File: src/rtl/sg_pkg.sv
package sg_pkg;
  localparam int STATUS_W = 8;

  typedef struct packed {
    logic       lock_en;
    logic [2:0] rsvd;
    logic [1:0] bp;
    logic       wel;
    logic       wip;
  } sg_status_t;

  localparam logic [1:0] BP_NONE    = 2'b00;
  localparam logic [1:0] BP_QUARTER = 2'b01;
  localparam logic [1:0] BP_HALF    = 2'b10;
  localparam logic [1:0] BP_ALL     = 2'b11;
endpackage

File: src/rtl/sg_write_latch.sv
module sg_write_latch (
  input  logic clk,
  input  logic rst_n,
  input  logic disable_i,
  input  logic enable_i,
  input  logic consume_i,
  output logic q_o
);
  logic q_d;
  logic q_en;

  always_comb begin
    q_en = disable_i | enable_i | consume_i;
    if (disable_i)     q_d = 1'b0;
    else if (enable_i) q_d = 1'b1;
    else               q_d = 1'b0;
  end

  always_ff @(posedge clk or negedge rst_n) begin
    if (!rst_n)    q_o <= 1'b0;
    else if (q_en) q_o <= q_d;
  end
endmodule

File: src/rtl/sg_region_check.sv
module sg_region_check #(
  parameter int ADDR_W = 10,
  parameter int PAGE_W = 4
) (
  input  logic [ADDR_W-1:0] addr_i,
  input  logic [1:0]        bp_i,
  output logic              page_clear_o
);
  localparam logic [ADDR_W-1:0] PAGE_MASK = ADDR_W'((1 << PAGE_W) - 1);
  localparam logic [ADDR_W-1:0] QUARTER   = ADDR_W'(1 << (ADDR_W - 2));
  localparam logic [ADDR_W-1:0] FLOOR_Q   = ADDR_W'(3) * QUARTER;
  localparam logic [ADDR_W-1:0] FLOOR_H   = ADDR_W'(2) * QUARTER;

  logic [ADDR_W-1:0] page_last;
  logic [ADDR_W-1:0] floor_addr;
  logic              any_prot;

  always_comb begin
    page_last = addr_i | PAGE_MASK;
    any_prot  = 1'b1;
    case (bp_i)
      sg_pkg::BP_QUARTER: floor_addr = FLOOR_Q;
      sg_pkg::BP_HALF:    floor_addr = FLOOR_H;
      sg_pkg::BP_ALL:     floor_addr = '0;
      default: begin
        floor_addr = '0;
        any_prot   = 1'b0;
      end
    endcase
    page_clear_o = !any_prot || (page_last < floor_addr);
  end
endmodule

File: src/rtl/sg_status_bits.sv
module sg_status_bits #(
  parameter logic [1:0] RST_BP     = 2'b00,
  parameter logic       RST_LOCKEN = 1'b0
) (
  input  logic       clk,
  input  logic       rst_n,
  input  logic       load_i,
  input  logic [7:0] data_i,
  input  logic       busy_set_i,
  input  logic       busy_clr_i,
  output logic       lock_en_o,
  output logic [1:0] bp_o,
  output logic       wip_o
);
  logic       wip_d;
  logic       wip_en;
  logic       unused_data;

  assign unused_data = ^{data_i[6:4], data_i[1:0]};

  always_comb begin
    wip_en = busy_set_i | busy_clr_i;
    wip_d  = busy_set_i;
  end

  always_ff @(posedge clk or negedge rst_n) begin
    if (!rst_n) begin
      lock_en_o <= RST_LOCKEN;
      bp_o      <= RST_BP;
    end else if (load_i) begin
      lock_en_o <= data_i[7];
      bp_o      <= data_i[3:2];
    end
  end

  always_ff @(posedge clk or negedge rst_n) begin
    if (!rst_n)      wip_o <= 1'b0;
    else if (wip_en) wip_o <= wip_d;
  end
endmodule

File: src/rtl/status_guard.sv
module status_guard
  import sg_pkg::*;
#(
  parameter int         ADDR_W     = 10,
  parameter int         PAGE_W     = 4,
  parameter logic [1:0] RST_BP     = 2'b00,
  parameter logic       RST_LOCKEN = 1'b0
) (
  input  logic              clk,
  input  logic              rst_n,
  input  logic              cmd_wren_i,
  input  logic              cmd_wrdi_i,
  input  logic              sr_wr_i,
  input  logic [7:0]        sr_data_i,
  input  logic              arr_commit_i,
  input  logic [ADDR_W-1:0] arr_addr_i,
  input  logic              busy_start_i,
  input  logic              busy_end_i,
  input  logic              wp_pin_i,
  output logic [7:0]        status_o,
  output logic              arr_grant_o,
  output logic              arr_deny_o,
  output logic              sr_grant_o,
  output logic              sr_deny_o
);
  logic [1:0] rst_sync_q;
  logic       rst_int_n;
  logic       wel;
  logic       wip;
  logic       lock_en;
  logic [1:0] bp;
  logic       page_clear;
  logic       arr_ok;
  logic       sr_ok;
  logic       sr_locked;
  logic [3:0] pulse_d;
  sg_status_t st;

  // asynchronous assertion, synchronous release
  always_ff @(posedge clk or negedge rst_n) begin
    if (!rst_n) rst_sync_q <= 2'b00;
    else        rst_sync_q <= {rst_sync_q[0], 1'b1};
  end
  assign rst_int_n = rst_sync_q[1];

  sg_region_check #(.ADDR_W(ADDR_W), .PAGE_W(PAGE_W)) region_i (
    .addr_i       (arr_addr_i),
    .bp_i         (bp),
    .page_clear_o (page_clear)
  );

  always_comb begin
    sr_locked = lock_en & ~wp_pin_i;
    arr_ok    = arr_commit_i & wel & ~wip & page_clear;
    sr_ok     = sr_wr_i & wel & ~wip & ~sr_locked;
    pulse_d   = {arr_ok, arr_commit_i & ~arr_ok, sr_ok, sr_wr_i & ~sr_ok};
  end

  sg_write_latch latch_i (
    .clk       (clk),
    .rst_n     (rst_int_n),
    .disable_i (cmd_wrdi_i),
    .enable_i  (cmd_wren_i),
    .consume_i (arr_ok | sr_ok),
    .q_o       (wel)
  );

  sg_status_bits #(.RST_BP(RST_BP), .RST_LOCKEN(RST_LOCKEN)) bits_i (
    .clk        (clk),
    .rst_n      (rst_int_n),
    .load_i     (sr_ok),
    .data_i     (sr_data_i),
    .busy_set_i (busy_start_i),
    .busy_clr_i (busy_end_i),
    .lock_en_o  (lock_en),
    .bp_o       (bp),
    .wip_o      (wip)
  );

  always_ff @(posedge clk or negedge rst_int_n) begin
    if (!rst_int_n) {arr_grant_o, arr_deny_o, sr_grant_o, sr_deny_o} <= 4'b0000;
    else            {arr_grant_o, arr_deny_o, sr_grant_o, sr_deny_o} <= pulse_d;
  end

  always_comb begin
    st.lock_en = lock_en;
    st.rsvd    = 3'b000;
    st.bp      = bp;
    st.wel     = wel;
    st.wip     = wip;
    status_o   = st;
  end
endmodule

File: config.mk
export PLATFORM = sky130hd
export DESIGN_NAME = status_guard
export DESIGN_NICKNAME = d
export VERILOG_FILES = /design/src/rtl/sg_pkg.sv /design/src/rtl/sg_write_latch.sv /design/src/rtl/sg_region_check.sv /design/src/rtl/sg_status_bits.sv /design/src/rtl/status_guard.sv
export SDC_FILE = /design/constraint.sdc
export NUM_CORES = 1
export LEC_CHECK = 0
export BUFFER_PORTS_ARGS = -buffer_cell sky130_fd_sc_hd__buf_4
export CAP_MARGIN = 15
export CORE_MARGIN = 2
export CORE_UTILIZATION = 41
export CTS_BUF_LIST = sky130_fd_sc_hd__clkbuf_16
export CTS_CLUSTER_DIAMETER = 120
export DETAILED_ROUTE_END_ITERATION = 10
export GPL_TIMING_DRIVEN = 0
export PLACE_DENSITY = 0.86
export SLEW_MARGIN = 20
export SYNTH_ARGS = -nofsm -noshare
export SYNTH_HDL_FRONTEND = slang
export SYNTH_SLANG_ARGS = --single-unit
File: constraint.sdc
create_clock -name clk -period 1.6 [get_ports clk]
set_clock_uncertainty 0.2 [all_clocks]
set_input_delay 0.16 -clock clk [delete_from_list [all_inputs] [get_ports clk]]
set_output_delay 0.16 -clock clk [all_outputs]
set_load 0.02 [all_outputs]
# --- Yosys cells after proc, flatten, opt, wreduce, memory -nomap -nowiden ---
# Index checks and enable logic that the tools add are counted.
word_totals:
  out_inout_bits: 12
  inputBits: 27
  register_bits: 11
op_classes:
  mux: 4
  eq_ne: 3
  reduce_logical: 3
  bitwise_logic: 18
  n_lt_le_gt_ge: 1
ops:
  columns: ["op", "n"]
  rows:
  - ["$pmux 10 s2", 1]
  - ["$lt 10x10->1", 1]
  - ["$and 1x1->1", 9]
  - ["$not 1->1", 5]
  - ["$eq 2x2->1 const B", 2]
  - ["$or 1x1->1", 4]
  - ["$mux 1", 3]
  - ["$reduce_or 3->1", 1]
  - ["$eq 2x1->1 const B", 1]
  - ["$logic_not 1->1", 1]
  - ["$logic_or 1x1->1", 1]

# --- Longest topological paths before layout ---
depth:
  ltp_word: 8
  depth_mapped: 7
  mapped_depth_nobuf: 7

# --- Cells and area by module ---
# A second synthesis with hierarchy kept.
hier_totals:
  hier_cells: 43
  hier_area_um2: 509.2
modules_own_cells:
  columns: ["mod", "area_per_inst_um2", "seq_area_each_um2", "n_inst", "cells_each"]
  rows:
  - ["status_guard", 254.0, 150.1, 1, 21]
  - ["sg_status_bits", 145.1, 100.1, 1, 9]
  - ["sg_region_check", 66.3, 0.0, 1, 9]
  - ["sg_write_latch", 43.8, 25.0, 1, 4]

# --- Worst setup path before layout ---
# OpenSTA, ideal clock, no wires.
synth_path:
  kind: "reg-to-reg"
  startpoint: "register bits_i.bp_o[0]"
  endpoint: "register latch_i.q_o"
  n_path_buf: 0
  arrival_ns: 1.654
  slack_ns: -0.349
  period_less_slack_ns: 1.949
  path_stages_with_launch: 8
  required_ns: 1.304
  cell_sequence: "dfrtp_1 -> inv_1 -> ha_1 -> inv_1 -> ha_1 -> nor2_1 -> o311a_4 -> o32ai_2"
synth_via:
  elab_chain_cells: 8
synth_lines:
  columns: ["item", "line", "rtl"]
  rows:
  - ["start: declaration", "sg_status_bits.sv:12", "output logic [1:0] bp_o,"]
  - ["start signal: assignment", "sg_status_bits.sv:32", "bp_o <= data_i[3:2];"]
  - ["branches (longest 4 deep; another with $lt 10x10->1)", null, null]
  - ["$logic_or 1x1->1 *", "sg_region_check.sv:30", "page_clear_o = !any_prot || (page_last < floor_addr);"]
  - ["$and 1x1->1 *", "status_guard.sv:54", "arr_ok = arr_commit_i & wel & ~wip & page_clear;"]
  - ["named net arr_ok", "status_guard.sv:33", "logic arr_ok;"]
  - ["$or 1x1->1 *", "status_guard.sv:64", ".consume_i (arr_ok | sr_ok),"]
  - ["$or 1x1->1 *", "sg_write_latch.sv:13", "q_en = disable_i | enable_i | consume_i;"]
  - ["end signal: assignment", "sg_write_latch.sv:21", "else if (q_en) q_o <= q_d;"]
  - ["end: declaration", "sg_write_latch.sv:7", "output logic q_o"]
# Mark *: on every way through the listed nets, which the timed path passes.
# A chain may end at the register's enable or synchronous reset.

# --- Final worst setup path ---
layout_path:
  startpoint: "register bits_i.bp_o[1]"
  endpoint: "register latch_i.q_o"
# Same word-level chain as after synthesis.

==> summary.md <==
| Metric | Value |
|---|---|
| Routing usage on met2 | `32.5%` |
| Nets@finish | `115` |
| Area of the multi-input gates | `236 um2` |
| Row Count | `13` |
| Post-route antenna net violation count | `0` |
| Reg2reg path depth | `7` |
| Area growth, synth to finish | `79.6%` |
| Critical-path top delay cell | `dfrtp_2` |
| Cell Count, Final, Fillers Out | `99` |
| Hold path endpoint | `bits_i.wip_o` |
| TritonCTS Sinks | `11` |
| Peak supply drop | `0.000856 V` |
| Post-synthesis cell type count | `16` |
| CTS H-tree lvls | `1` |
| GRT overflow | `0` |
| Root Driver | `clkbuf_16` |
| WL per Instance | `12.2 um` |
| RD Place Congestion | `0.665` |
| Final cycle utilization of the critical path | `112%` |
| CP Cell Sequence | `inv_2 > ha_4 > inv_2 > ha_4 > nor2_2 > o311a_4 > o32ai_2` |
| Post-synthesis sequential area ratio | `50.3%` |
| Worst-path clk slew | `0.04 ns` |
| Min-delay src | `busy_end_i` |
| Post-synth EDFFs | `0` |
| M3 GR Usage | `1.67%` |
| Most frequent cells after synthesis | `dfrtp_1 (11), buf_4 (6), inv_1 (5)` |
| Violated checks | `setup timing` |
| Crit path DAT | `1.74 ns` |
| Layout cell share with drive strength beyond 1 | `61.9%` |
| DR DRC count | `0` |
| Syn_area_per_cell | `13.0 um2` |
| Synthesized area | `547 um2` |
| Crit Path Category | `reg2reg` |
| Placed Cells | `81` |
| Drt total wl | `1.20 mm` |
| Placed instance area | `741 um2` |
| Hold Path Depth | `3` |
| Worst setup SP type | `flop` |
| Flops & latches, synth | `11` |
| Pre-antenna DRT Iters | `1` |
| Clock buffer depth | `2` |
| Hpwl dp | `736 um` |
| Vias in the first global route | `404` |
| Main synth FF type | `dfrtp_1` |
| Final Util | `77.4%` |
| Initial DRC count | `0` |
| Yosys top cell by area | `dfrtp_1` |
| First-pass GRT wire length | `1.68 mm` |
| Mapped Cells | `42` |
| Pins Over Slew Limit | `0` |
| Initial antenna violation count | `0` |
| Worst setup path start | `bits_i.bp_o[1]` |
| Most common cell in the netlist | `dfrtp_1` |
| Final instance area | `982 um2` |
| Setup violators final | `3` |
| Routed vias | `420` |
| Total core area | `1270 um2` |
| Status | `finished, violations left` |
| Dominant cells by area after synthesis | `dfrtp_1 (50%), buf_4 (8.2%), mux2_4 (8.2%), ha_1 (6.9%), o311a_4 (3.9%)` |
| FF+latch area | `278 um2` |
| Min cycle time layout | `1.80 ns` |
| Starting Density | `43.1%` |
| Setup TNS | `-0.343 ns` |
| Reg2reg start | `bits_i.bp_o[1]` |
| Final hold viol count | `0` |
| Antenna cells | `0` |
| Fmax | `0.556 GHz` |
| GRT Total Usage | `16.4%` |
| Num CTS Buffers | `3` |
| Max incr delay on CP | `0.36 ns` |
| I/O Buffers | `22` |
| I/O Pins | `39` |
| Die area | `1640 um2` |
| Ys Warns | `0` |
| R2r setup slk | `-0.20 ns` |
| M1 GR Usage | `16.6%` |
| CP endpoint kind | `flop` |
| Drt via density | `4.24` |
| Hold WC Path Type | `in2reg` |
| Worst endpoint required time | `1.54 ns` |
| Busiest grt layer | `met2` |
| CTS tree | `yes` |
| Reg2reg end | `latch_i.q_o` |
| Lkg Pwr | `0.000498 uW` |
| Largest net degree at the start of global routing | `10` |
| Top cell type's share of synthesized area | `50.3%` |
| Ys async rst share | `100%` |
| RSZ-0062 raised after global routing | `true` |
| Die Wd | `40.5 um` |
| Worst skew pair latency | `0.23 ns` |
| PnR worst setup slack | `-0.200 ns` |
| Pwr dens | `1260 nW/um2` |
| Max-cap violations | `0` |
| FILL cells | `88` |
| Die Ht | `40.5 um` |
| Critical Path Fanout Max | `3` |
cells in the final DEF, fill, tap and decap left out:
cell type	instances
conb_1	4
buf_4	32
dlygate4sd3_1	10
inv_2	3
nor3b_2	1
o311a_4	1
ha_4	2
o32ai_2	1
inv_1	3
dfrtp_2	2
mux2_4	3
dfrtp_1	9
and3_4	1
nor2b_1	2
nor2_2	1
ha_1	1
nand2b_1	2
nor2b_4	1
a21o_1	1
clkbuf_16	3
buf_6	1
logic make-up (layout without fill, tap and decap cells):
kind of cell               count (synthesis)  count (layout)  synth area share [%]
and+or+nand+nor                            8               8                  11.2
other                                      2               4                  1.37
AOI/OAI and AO/OA                          3               3                  8.24
muxes                                      3               3                  8.24
buffers and inverters                     12              52                  13.7
DFF                                       11              11                  50.3
adders and majority gates                  3               3                  6.87
state kept, by name, summed over array words and instances, names as in the netlist:
signal and flops:
bits_i.bp_o 2, sr_grant_o 1, arr_deny_o 1, bits_i.lock_en_o 1, rst_sync_q 2, sr_deny_o 1, arr_grant_o 1, latch_i.q_o 1
bits_i.wip_o 1
per-stage QoR:
stage | hold slack, ns | setup slack, ns | power (uW)
floorplan | -0.336 | -0.227 | 544
global placement | -0.257 | -0.185 | 637
detailed placement | -0.257 | -0.225 | 653
CTS | 0.0387 | -0.188 | 1220
global route | 0.0295 | -0.256 | 1300
finish | 0.000399 | -0.200 | 1230
layer usage:
layer  wire length (um)  share of wire, %
met1                462                38
met2                688                57
met3                 53               4.4
met4                  0                 0
met5                  0                 0
worst max-delay path by stage:
| stage | to | slack (ns) |
|---|---|---|
| final | latch_i.q_o | -0.20 |
| after global routing | latch_i.q_o | -0.26 |
| after CTS | latch_i.q_o | -0.19 |
| after detailed placement | latch_i.q_o | -0.23 |
| after global placement | latch_i.q_o | -0.18 |
| after floorplan | latch_i.q_o | -0.23 |
worst max-delay path, delay by kind of cell (launching register included):
family,cells,cell delay (ns)
AO/OA/AOI/OAI,2,0.51
flip-flops,1,0.36
AND/OR/NAND/NOR,1,0.04
adder cells (fa/ha/maj),2,0.51
buffers and inverters,2,0.09
power by group:
group | internal [uW] | switching, uW
combinational | 252 | 195
clock | 327 | 115
sequential | 319 | 25.6
total | 899 | 336
cell type report:
class                           instances  area share (%)
Timing Repair Buffer                   36            30.1
Inverter                                5            1.91
Multi-Input combinational cell         21            24.1
Clock inverter                          1           0.382
Tap cell                               15            1.91
Sequential cell                        11            28.3
Buffer                                  7            5.73
Clock buffer                            3            7.64
what timing repair did:
item                       in CTS  in global routing
setup endpoints to repair       3                  4
hold buffers                   11                  0
hold endpoints to repair       18                  0
gates resized for setup         6                  0
setup buffers                   3                  1
cloned                          0                  0
Power figures use the tool's default switching activity.
